## src/rtl/pe_upd_pkg.sv

```systemverilog
package pe_upd_pkg;

   typedef enum logic [2:0] {
      S_IDLE,
      S_CHECK,
      S_FETCH,
      S_WRITE,
      S_WAIT_ACK,
      S_DONE
   } seq_state_e;

   typedef enum logic [1:0] {
      F_IDLE,
      F_REQ,
      F_RSP
   } fetch_state_e;

   localparam logic [1:0] ST_OK    = 2'd0;
   localparam logic [1:0] ST_PARAM = 2'd1;

endpackage

```

## src/rtl/pe_upd_check.sv

```systemverilog
module pe_upd_check #(
   parameter int unsigned ADDR_W           = 48,
   parameter int unsigned CNT_W            = 16,
   parameter int unsigned ID_W             = 32,
   parameter int unsigned ID_BASE          = 32'h100,
   parameter int unsigned NUM_TABLES       = 2,
   parameter int unsigned TABLE_ENTRIES    = 1024,
   parameter int unsigned MAX_LIST         = 512,
   parameter int unsigned LIST_ALIGN_SHIFT = 12
) (
   input  logic              list_mode,
   input  logic [ID_W-1:0]   table_id,
   input  logic [ADDR_W-1:0] list_addr,
   input  logic [CNT_W-1:0]  npages,
   output logic              reject
);

   localparam logic [CNT_W-1:0] LIST_LIMIT = CNT_W'(MAX_LIST);
   localparam logic [CNT_W-1:0] FILL_LIMIT = CNT_W'(TABLE_ENTRIES);
   localparam logic [ID_W-1:0]  ID_LO      = ID_W'(ID_BASE);
   localparam logic [ID_W-1:0]  ID_SPAN    = ID_W'(NUM_TABLES);

   logic id_known;
   logic list_bad;
   logic fill_bad;

   generate
      if (NUM_TABLES == 1) begin : g_single_id
         assign id_known = (table_id == ID_LO);
      end else begin : g_id_range
         logic [ID_W-1:0] id_ofs;
         assign id_ofs   = table_id - ID_LO;
         assign id_known = (table_id >= ID_LO) && (id_ofs < ID_SPAN);
      end
   endgenerate

   assign list_bad = (npages > LIST_LIMIT) ||
                     (list_addr[LIST_ALIGN_SHIFT-1:0] != '0);
   assign fill_bad = (npages > FILL_LIMIT);

   always_comb begin
      reject = !id_known || (npages == '0);
      if (list_mode) reject = reject || list_bad;
      else           reject = reject || fill_bad;
   end

endmodule

```

## src/rtl/pe_upd_fetch.sv

```systemverilog
module pe_upd_fetch
   import pe_upd_pkg::*;
#(
   parameter int unsigned ADDR_W = 48
) (
   input  logic              clk,
   input  logic              rst_n,
   input  logic              go,
   input  logic [ADDR_W-1:0] addr_in,
   output logic              idle,
   output logic              got,
   output logic [63:0]       entry,
   output logic              rd_req_valid,
   input  logic              rd_req_ready,
   output logic [ADDR_W-1:0] rd_req_addr,
   input  logic              rd_rsp_valid,
   input  logic [63:0]       rd_rsp_data
);

   localparam int unsigned NBYTES = 8;

   fetch_state_e      fst;
   logic [ADDR_W-1:0] addr_q;

   always_ff @(posedge clk or negedge rst_n) begin
      if (!rst_n) begin
         fst    <= F_IDLE;
         addr_q <= '0;
      end else begin
         case (fst)
            F_IDLE: if (go) begin
               addr_q <= addr_in;
               fst    <= F_REQ;
            end
            F_REQ:  if (rd_req_ready) fst <= F_RSP;
            F_RSP:  if (rd_rsp_valid) fst <= F_IDLE;
            default: fst <= F_IDLE;
         endcase
      end
   end

   assign idle         = (fst == F_IDLE);
   assign rd_req_valid = (fst == F_REQ);
   assign rd_req_addr  = addr_q;
   assign got          = (fst == F_RSP) && rd_rsp_valid;

   // lowest-address byte (bits 7:0) is the most significant byte of the entry
   generate
      for (genvar b = 0; b < NBYTES; b++) begin : g_swap
         assign entry[63-8*b -: 8] = rd_rsp_data[8*b +: 8];
      end
   endgenerate

   // request held steady until accepted
   p_req_hold_r8: assert property (@(posedge clk) disable iff (!rst_n)
      rd_req_valid && !rd_req_ready |=> rd_req_valid && $stable(rd_req_addr))
      else $error("read request dropped or moved before acceptance");

   // no new request while a response is awaited
   p_one_outstanding_r8: assert property (@(posedge clk) disable iff (!rst_n)
      rd_req_valid && rd_req_ready |=> !rd_req_valid)
      else $error("second read issued while one is outstanding");

   // list words are 8-byte aligned
   p_word_aligned_r7: assert property (@(posedge clk) disable iff (!rst_n)
      rd_req_valid |-> rd_req_addr[2:0] == 3'b000)
      else $error("misaligned list read");

endmodule

```

## src/rtl/page_entry_update_seq.sv

```systemverilog
module page_entry_update_seq
   import pe_upd_pkg::*;
#(
   parameter int unsigned ADDR_W           = 48,
   parameter int unsigned CNT_W            = 16,
   parameter int unsigned ID_W             = 32,
   parameter int unsigned ID_BASE          = 32'h100,
   parameter int unsigned NUM_TABLES       = 2,
   parameter int unsigned TABLE_ENTRIES    = 1024,
   parameter int unsigned MAX_LIST         = 512,
   parameter int unsigned PAGE_SHIFT       = 12,
   parameter int unsigned LIST_ALIGN_SHIFT = 12
) (
   input  logic              clk,
   input  logic              rst_n,
   input  logic              cmd_valid,
   output logic              cmd_ready,
   input  logic              cmd_list_mode,
   input  logic [ID_W-1:0]   cmd_table_id,
   input  logic [ADDR_W-1:0] cmd_bus_addr,
   input  logic [ADDR_W-1:0] cmd_list_addr,
   input  logic [63:0]       cmd_fill_value,
   input  logic [CNT_W-1:0]  cmd_npages,
   output logic              wr_req,
   output logic [ID_W-1:0]   wr_table,
   output logic [ADDR_W-1:0] wr_addr,
   output logic [63:0]       wr_data,
   input  logic              wr_ack,
   input  logic [1:0]        wr_status,
   output logic              rd_req_valid,
   input  logic              rd_req_ready,
   output logic [ADDR_W-1:0] rd_req_addr,
   input  logic              rd_rsp_valid,
   input  logic [63:0]       rd_rsp_data,
   output logic              done,
   output logic [1:0]        status,
   output logic [CNT_W-1:0]  last_idx
);

   localparam logic [ADDR_W-1:0] PAGE_STEP = {{(ADDR_W-1){1'b0}}, 1'b1} << PAGE_SHIFT;
   localparam logic [ADDR_W-1:0] PAGE_OFS  = PAGE_STEP - 1'b1;
   localparam int unsigned       WORD_SHIFT = 3;

   initial begin
      assert (PAGE_SHIFT >= WORD_SHIFT && PAGE_SHIFT < ADDR_W)
         else $error("PAGE_SHIFT out of range");
      assert (LIST_ALIGN_SHIFT >= WORD_SHIFT && LIST_ALIGN_SHIFT < ADDR_W)
         else $error("LIST_ALIGN_SHIFT out of range");
      assert (TABLE_ENTRIES < (1 << CNT_W) && MAX_LIST < (1 << CNT_W))
         else $error("CNT_W too narrow for the limits");
      assert (NUM_TABLES >= 1) else $error("NUM_TABLES must be positive");
   end

   seq_state_e        state;
   logic              list_q;
   logic [ID_W-1:0]   id_q;
   logic [ADDR_W-1:0] page_q;
   logic [ADDR_W-1:0] lbase_q;
   logic [63:0]       fill_q;
   logic [63:0]       data_q;
   logic [CNT_W-1:0]  npages_q;
   logic [CNT_W-1:0]  elem_q;
   logic [1:0]        status_q;
   logic [CNT_W-1:0]  idx_q;

   logic              reject;
   logic              f_go;
   logic              f_idle;
   logic              f_got;
   logic [63:0]       f_entry;
   logic [ADDR_W-1:0] f_addr;
   logic              last_elem;

   pe_upd_check #(
      .ADDR_W(ADDR_W), .CNT_W(CNT_W), .ID_W(ID_W), .ID_BASE(ID_BASE),
      .NUM_TABLES(NUM_TABLES), .TABLE_ENTRIES(TABLE_ENTRIES),
      .MAX_LIST(MAX_LIST), .LIST_ALIGN_SHIFT(LIST_ALIGN_SHIFT)
   ) u_check (
      .list_mode (list_q),
      .table_id  (id_q),
      .list_addr (lbase_q),
      .npages    (npages_q),
      .reject    (reject)
   );

   assign f_addr = lbase_q + (ADDR_W'(elem_q) << WORD_SHIFT);
   assign f_go   = (state == S_FETCH) && f_idle;

   pe_upd_fetch #(.ADDR_W(ADDR_W)) u_fetch (
      .clk          (clk),
      .rst_n        (rst_n),
      .go           (f_go),
      .addr_in      (f_addr),
      .idle         (f_idle),
      .got          (f_got),
      .entry        (f_entry),
      .rd_req_valid (rd_req_valid),
      .rd_req_ready (rd_req_ready),
      .rd_req_addr  (rd_req_addr),
      .rd_rsp_valid (rd_rsp_valid),
      .rd_rsp_data  (rd_rsp_data)
   );

   assign last_elem = (elem_q == npages_q - 1'b1);

   always_ff @(posedge clk or negedge rst_n) begin
      if (!rst_n) begin
         state    <= S_IDLE;
         list_q   <= 1'b0;
         id_q     <= '0;
         page_q   <= '0;
         lbase_q  <= '0;
         fill_q   <= '0;
         data_q   <= '0;
         npages_q <= '0;
         elem_q   <= '0;
         status_q <= ST_OK;
         idx_q    <= '0;
      end else begin
         case (state)
            S_IDLE: if (cmd_valid) begin
               list_q   <= cmd_list_mode;
               id_q     <= cmd_table_id;
               page_q   <= cmd_bus_addr & ~PAGE_OFS;
               lbase_q  <= cmd_list_addr;
               fill_q   <= cmd_fill_value;
               npages_q <= cmd_npages;
               elem_q   <= '0;
               state    <= S_CHECK;
            end
            S_CHECK: begin
               if (reject) begin
                  status_q <= ST_PARAM;
                  idx_q    <= '0;
                  state    <= S_DONE;
               end else begin
                  state <= list_q ? S_FETCH : S_WRITE;
               end
            end
            S_FETCH: if (f_got) begin
               data_q <= f_entry;
               state  <= S_WRITE;
            end
            S_WRITE: state <= S_WAIT_ACK;
            S_WAIT_ACK: if (wr_ack) begin
               if (wr_status != ST_OK) begin
                  status_q <= wr_status;
                  idx_q    <= (elem_q == '0) ? '0 : elem_q - 1'b1;
                  state    <= S_DONE;
               end else if (last_elem) begin
                  status_q <= ST_OK;
                  idx_q    <= elem_q;
                  state    <= S_DONE;
               end else begin
                  elem_q <= elem_q + 1'b1;
                  page_q <= page_q + PAGE_STEP;
                  state  <= list_q ? S_FETCH : S_WRITE;
               end
            end
            S_DONE: state <= S_IDLE;
            default: state <= S_IDLE;
         endcase
      end
   end

   assign cmd_ready = (state == S_IDLE);
   assign wr_req    = (state == S_WRITE);
   assign wr_table  = id_q;
   assign wr_addr   = page_q;
   assign wr_data   = list_q ? data_q : fill_q;
   assign done      = (state == S_DONE);
   assign status    = status_q;
   assign last_idx  = idx_q;

   // every write targets a page boundary
   p_wr_aligned_r5: assert property (@(posedge clk) disable iff (!rst_n)
      wr_req |-> wr_addr[PAGE_SHIFT-1:0] == '0)
      else $error("write address not page aligned");

   // fill mode never reads memory
   p_fill_no_read_r6: assert property (@(posedge clk) disable iff (!rst_n)
      rd_req_valid |-> list_q)
      else $error("read issued in fill mode");

   // a failing acknowledge ends the run with its code
   p_stop_on_err_r9: assert property (@(posedge clk) disable iff (!rst_n)
      (state == S_WAIT_ACK) && wr_ack && (wr_status != ST_OK)
      |=> done && (status == $past(wr_status)))
      else $error("run continued after a failing write");

   // parameter errors report index 0
   p_param_idx_r10: assert property (@(posedge clk) disable iff (!rst_n)
      done && (status == ST_PARAM) && !$past(wr_ack) |-> last_idx == '0)
      else $error("parameter error with nonzero index");

   // done lasts one cycle
   p_done_pulse_r11: assert property (@(posedge clk) disable iff (!rst_n)
      done |=> !done)
      else $error("done longer than one cycle");

   // no command accepted while busy
   p_busy_r12: assert property (@(posedge clk) disable iff (!rst_n)
      wr_req |-> !cmd_ready)
      else $error("ready while writing");

endmodule

```

## config.mk

```make
export PLATFORM = sky130hd
export DESIGN_NAME = page_entry_update_seq
export DESIGN_NICKNAME = d
export VERILOG_FILES = /design/src/rtl/pe_upd_pkg.sv /design/src/rtl/pe_upd_check.sv /design/src/rtl/pe_upd_fetch.sv /design/src/rtl/page_entry_update_seq.sv
export SDC_FILE = /design/constraint.sdc
export NUM_CORES = 1
export LEC_CHECK = 0
export BUFFER_PORTS_ARGS = -buffer_cell sky130_fd_sc_hd__buf_2
export CAP_MARGIN = 5
export CORE_UTILIZATION = 35
export DETAILED_ROUTE_END_ITERATION = 10
export GPL_ROUTABILITY_DRIVEN = 0
export PLACE_DENSITY_LB_ADDON = 0.3
export SYNTH_ARGS = -nofsm -noshare
export SYNTH_HDL_FRONTEND = slang
export SYNTH_SLANG_ARGS = --single-unit
```

## constraint.sdc

```tcl
create_clock -name clk -period 4.3 [get_ports clk]
set_clock_uncertainty 0.2 [all_clocks]
set_input_delay 0.86 -clock clk [delete_from_list [all_inputs] [get_ports clk]]
set_output_delay 0.86 -clock clk [all_outputs]
set_load 0.005 [all_outputs]
```

# ---- Yosys cells after proc, flatten, opt, wreduce, memory -nomap -nowiden
# Index checks and enable logic that the tools add are counted.
dict set report word_totals {
  in_bits 281
  ff_bits 360
  wordCells 99
}
dict set report classes {
  n_mux 35
  n_lt_le_gt_ge 4
  eq_ne 18
  add_sub_neg 6
  reduce_logical 23
}
# operator n
set op_table {}
lappend op_table {{$mux 48} 4}
lappend op_table {{$mux 16} 9}
lappend op_table {{$pmux 48 s2} 1}
lappend op_table {{$mux 64} 1}
lappend op_table {{$pmux 16 s2} 2}
lappend op_table {{$add 48x13->48 const B} 1}
lappend op_table {{$add 48x19->48} 1}
lappend op_table {{$ge 32x9->1 const B} 1}
lappend op_table {{$logic_not 16->1} 2}
lappend op_table {{$lt 32x2->1 const B} 1}
lappend op_table {{$sub 16x1->16 const B} 2}
lappend op_table {{$sub 32x9->32 const B} 1}
lappend op_table {{$mux 3} 6}
lappend op_table {{$add 16x1->16 const B} 1}
lappend op_table {{$eq 16x16->1} 1}
lappend op_table {{$gt 16x10->1 const B} 1}
lappend op_table {{$gt 16x11->1 const B} 1}
lappend op_table {{$ne 2x2->1 const B} 8}
lappend op_table {{$pmux 3 s5} 1}
lappend op_table {{$mux 2} 7}
lappend op_table {{$reduce_bool 12->1} 1}
lappend op_table {{$eq 3x2->1 const B} 2}
lappend op_table {{$eq 3x3->1 const B} 2}
lappend op_table {{$pmux 2 s3} 1}
lappend op_table {{17 further kinds} 28}

# ---- Longest topological paths before layout
dict set report depth {
  word_depth 9
  ltp_mapped 12
  depth_no_buf 11
}

# ---- By module
# Synthesis repeated with hierarchy kept, for this count alone.
dict set report unflattened {
  hier_cells 1903
  hier_area_um2 18137.4
}
# module area_each_um2 cells_per_inst instances
set modules_own_cells {}
lappend modules_own_cells {page_entry_update_seq 15438.6 1679 1}
lappend modules_own_cells {pe_upd_fetch 2377.3 176 1}
lappend modules_own_cells {pe_upd_check 321.6 48 1}

# ---- Least setup slack after synthesis
# Ideal clock, no wire load.
dict set report synth_path {
  kind {reg2reg}
  from {register npages_q[5]}
  to {register idx_q[10] (netlist: last_idx[10])}
  t_arrival_ns 3.069
  n_path_buf 1
  setup_ns 0.125
  path_stages_with_launch 10
  period_less_slack_ns 3.394
  setup_slack_ns 0.906
  path_cell_list {dfrtp_1 > or4_4 > or4b_1 > a21oi_1 > o2111ai_1 > a2111oi_2 > nor4_1 > a31oi_4 > buf_12 > mux2_4}
}
dict set report synth_between {
  elab_chain_cells 6
  word_cells_on_any_way 13
  cone_classes {add/sub: 1; order compare: 2; eq/ne: 3; mux: 1; reduce/logical: 6}
}
# item line_no
set synth_lines {}
lappend synth_lines {{from (decl)} page_entry_update_seq.sv:61} ;# logic [CNT_W-1:0] npages_q;
lappend synth_lines {{from (signal assigned)} page_entry_update_seq.sv:127} ;# npages_q <= cmd_npages;
lappend synth_lines {{branches (longest 5 deep; another with $sub 16x1->16)} --}
lappend synth_lines {{$reduce_and 4->1 (no source line) *} --}
lappend synth_lines {{to (signal assigned)} page_entry_update_seq.sv:148} ;# idx_q <= (elem_q == '0) ? '0 : elem_q - 1'b1;
lappend synth_lines {{to (signal assigned)} page_entry_update_seq.sv:152} ;# idx_q <= elem_q;
lappend synth_lines {{to (decl)} page_entry_update_seq.sv:64} ;# logic [CNT_W-1:0] idx_q;
# Mark *: on every way between the ends.
# A chain may end at the register's enable or synchronous reset.

# ---- Worst setup path after layout
dict set report layout_path {
  from {register npages_q[5]}
  to {register idx_q[14] (netlist: last_idx[14])}
}
# Same word-level chain as after synthesis.

==> results by group <==
Place
  – Port Buffers: 470
  – Placed cell area: 0.0206 mm^2
  – Final HPWL DP: 39.8 mm

Clocking
  – Postcts setup bufs: 0
  – Cts hold-fix bufs: 0
  – Clk pin slew, worst setup/hold paths: 0.06 ns
  – TritonCTS clock tree: yes
  – Clk buf depth: 3
  – CTS H-tree depth: 2
  – Worst-skew pair later-pin latency: 0.56 ns
  – Resized cells post-CTS: 0
  – Num CTS Buffers: 41
  – Clock root cell: clkbuf_16
  – Clk sinks: 348

Timing
  – Max Slew Vio Count: 0
  – Slew @ Worst Pin: 1.00 ns
  – RSZ-0062 raised after global routing: no
  – Fmax: 262 MHz
  – Fin. Hold Viols: 0
  – Finish-stage setup viols: 0
  – Period utilization: 0.888
  – Fin Setup TNS: 0 ns
  – Relative slew margins: 0.326
  – Min Tclk post-route: 3.82 ns

Detailed routing
  – Wire length per cell: 18.2 um
  – Post-route ant nets: 0
  – Metal2 WL: 26.5 mm
  – Vias per std cell: 5.11
  – Starting DRT DRC Count: 992
  – Wl on met1: 22.7 mm
  – First-pass iteration count of the detailed router: 7
  – Vias: 15539
  – Routed WL: 55.4 mm
  – Top layer in use: met5
  – WL met3: 3.99 mm
  – DRC: 0

Layout
  – Reg area: 0.00871 mm^2
  – Layout Area Growth over Synthesis: 26.0%
  – Layout filler cell count: 4834
  – Final Net Count: 2644
  – Cell area after layout: 0.0221 mm^2
  – Multi-input gate area: 0.00828 mm^2
  – Layout cells sized above 1: 0.311

Power and ir drop
  – VDD IR max: 0.390 mV
  – Pwr Density: 646 mW/mm^2
  – Pleak: 0.0111 uW

Global routing
  – Antenna violations before repair: 16
  – Number of global-route vias before repair: 15340
  – Global-route usage over all layers: 0.215
  – Global-route wire length before repair: 85.6 mm
  – Largest net degree at the start of global routing: 106
  – GRT Residual Overflow: 0

Yosys
  – Netlist Area Pre-Place: 0.0176 mm^2
  – Mean area per synthesized cell: 9.21 um^2
  – Post-synth ARST share: 1.00
  – EDFF count, synth: 0
  – Synthesis Warnings: 0
  – Post-synthesis instance total: 1907
  – Synth Register Bits: 348
  – Count of different cell masters after synthesis: 68
  – Primary FF master, synth: dfrtp_1
  – Seq/Total Area, Yosys: 0.496

Worst setup path
  – Crit Path Class: register to register
  – Maximum single-stage delay on the critical path: 0.59 ns
  – Worst Setup Start Kind: register
  – WP buf/inv: 1
  – Critical Path End Type: register
  – Cells traversed along the worst timing path: or4_4, or4b_1, a21oi_1, o2111ai_1, a2111oi_2, nor4_1, a31oi_4, buf_12, mux2_2
  – Cell with the largest stage delay on the worst path: or4_4
  – Crit path max-delay family: simple AND/OR/NAND/NOR gates
  – CP max FO: 17
  – Worst EP required: 4.54 ns
  – Crit path DAT: 4.06 ns

Die
  – Row cnt: 81
  – Die width: 226 um
  – Die height: 226 um
  – Ports: 495
  – Core area: 0.0493 mm^2
  – Starting Density: 0.357
  – Die ar.: 0.0511 mm^2

Flow run
  – Max Cap Violations: 0

Outcome
  – Status: completed

Hold path
  – Hold/Removal Path Class: primary input to asynchronous set/reset pin
[per-layer routing]
layer | up-vias | track usage
met5 | - | 0
met4 | 8 | 0.0974
met3 | 127 | 0.0489
met2 | 579 | 0.356
met1 | 7461 | 0.267
li1 | 7364 | -
[Yosys cell counts (all sizes together), types with 17 or more instances]
cell type / number / area, um^2
nand4: 21 / 131
xnor2: 58 / 508
ha: 22 / 275
nor2: 67 / 251
mux2: 149 / 1710
xor2: 17 / 149
o21ai: 115 / 576
and3: 19 / 119
clkbuf: 101 / 379
nand2: 589 / 2210
inv: 25 / 93.8
dfrtp: 348 / 8710
nor3: 28 / 140
a21oi: 92 / 460
buf: 24 / 161
nand3: 38 / 190
nor4: 32 / 230
[cell type report]
| class | instances | area share |
|---|---|---|
| clock buffers | 59 | 0.0559 |
| repair buffers | 504 | 0.123 |
| well taps | 664 | 0.0376 |
| flip-flops and latches | 348 | 0.394 |
| clock inverters | 12 | 0.00967 |
| diodes | 10 | 0.00113 |
| inverters | 25 | 0.00424 |
| multi-input cells | 1420 | 0.374 |
[where the power goes]
| group | total [uW] | leakage, uW | internal (uW) | switching [uW] |
|---|---|---|---|---|
| clock network | 3750 | 0.000718 | 2350 | 1400 |
| logic | 5030 | 0.00590 | 2260 | 2770 |
| registers | 5520 | 0.00451 | 4410 | 1110 |
[sequential cells by signal (all words and copies together) (netlist names)]
signal               flops
npages_q                16
elem_q                  16
last_idx                16
wr_table                32
wr_addr                 36
u_fetch.rd_req_addr     48
list_q                   1
fill_q                  64
status                   2
lbase_q                 48
data_q                  64
u_fetch.fst              2
state                    3
[cell usage in the layout, fill, tap and decap left out, drive strengths merged, types with 15 or more instances in the layout]
cell type	count
a211oi	15
a21oi	92
and3	19
buf	504
clkbuf	59
dfrtp	348
ha	22
inv	26
mux2	149
nand2	589
nand3	38
nand4	21
nor2	67
nor3	28
nor4	32
o21ai	115
xnor2	58
xor2	17
[cell families (layout without fill, tap and decap cells)]
kind of cell / Yosys count / in the layout / synth area share
adders and majority gates: 24 / 24 / 0.0174
DFF: 348 / 348 / 0.496
xor gates and xnor gates: 75 / 75 / 0.0374
other: 1 / 22 / 0.000214
and+or+nand+nor: 861 / 861 / 0.214
muxes: 154 / 154 / 0.100
buffers and inverters: 150 / 600 / 0.0361
AOI/OAI and AO/OA: 294 / 294 / 0.0985
[worst register-to-register path, stage by stage, from the launching register on]
cell	delay [ns]
dfrtp_1	0.45
or4_4	0.59
or4b_1	0.53
a21oi_1	0.17
o2111ai_1	0.17
a2111oi_2	0.58
nor4_1	0.21
a31oi_4	0.24
buf_12	0.19
mux2_2	0.36
[through the flow]
stage	util	hold slack (ns)	worst slack, ns	std cells	power (uW)
floorplan	-	0.242	0.906	1918	8420
global placement	0.419	0.253	0.466	2961	10500
detailed placement	0.419	0.261	0.443	2961	10600
CTS	0.449	0.131	0.415	3032	14500
global route	0.449	0.165	0.191	3041	15300
finish	0.449	0.124	0.482	3042	14300
[path summary, 6_finish.rpt]
kind                                  start                       to  slack, ns  cells past startpoint
worst min register to register   fill_q[12]               fill_q[12]       0.27                      2
worst max-delay path            npages_q[5]             last_idx[14]       0.48                      9
max in group asynchronous             rst_n  u_fetch.rd_req_addr[46]       2.74                      2
worst min-delay path                  rst_n                elem_q[3]       0.12                      1
worst max register to register  npages_q[5]             last_idx[14]       0.48                      9
min in group clk                 fill_q[12]               fill_q[12]       0.27                      2
Power figures use the tool's default switching activity.
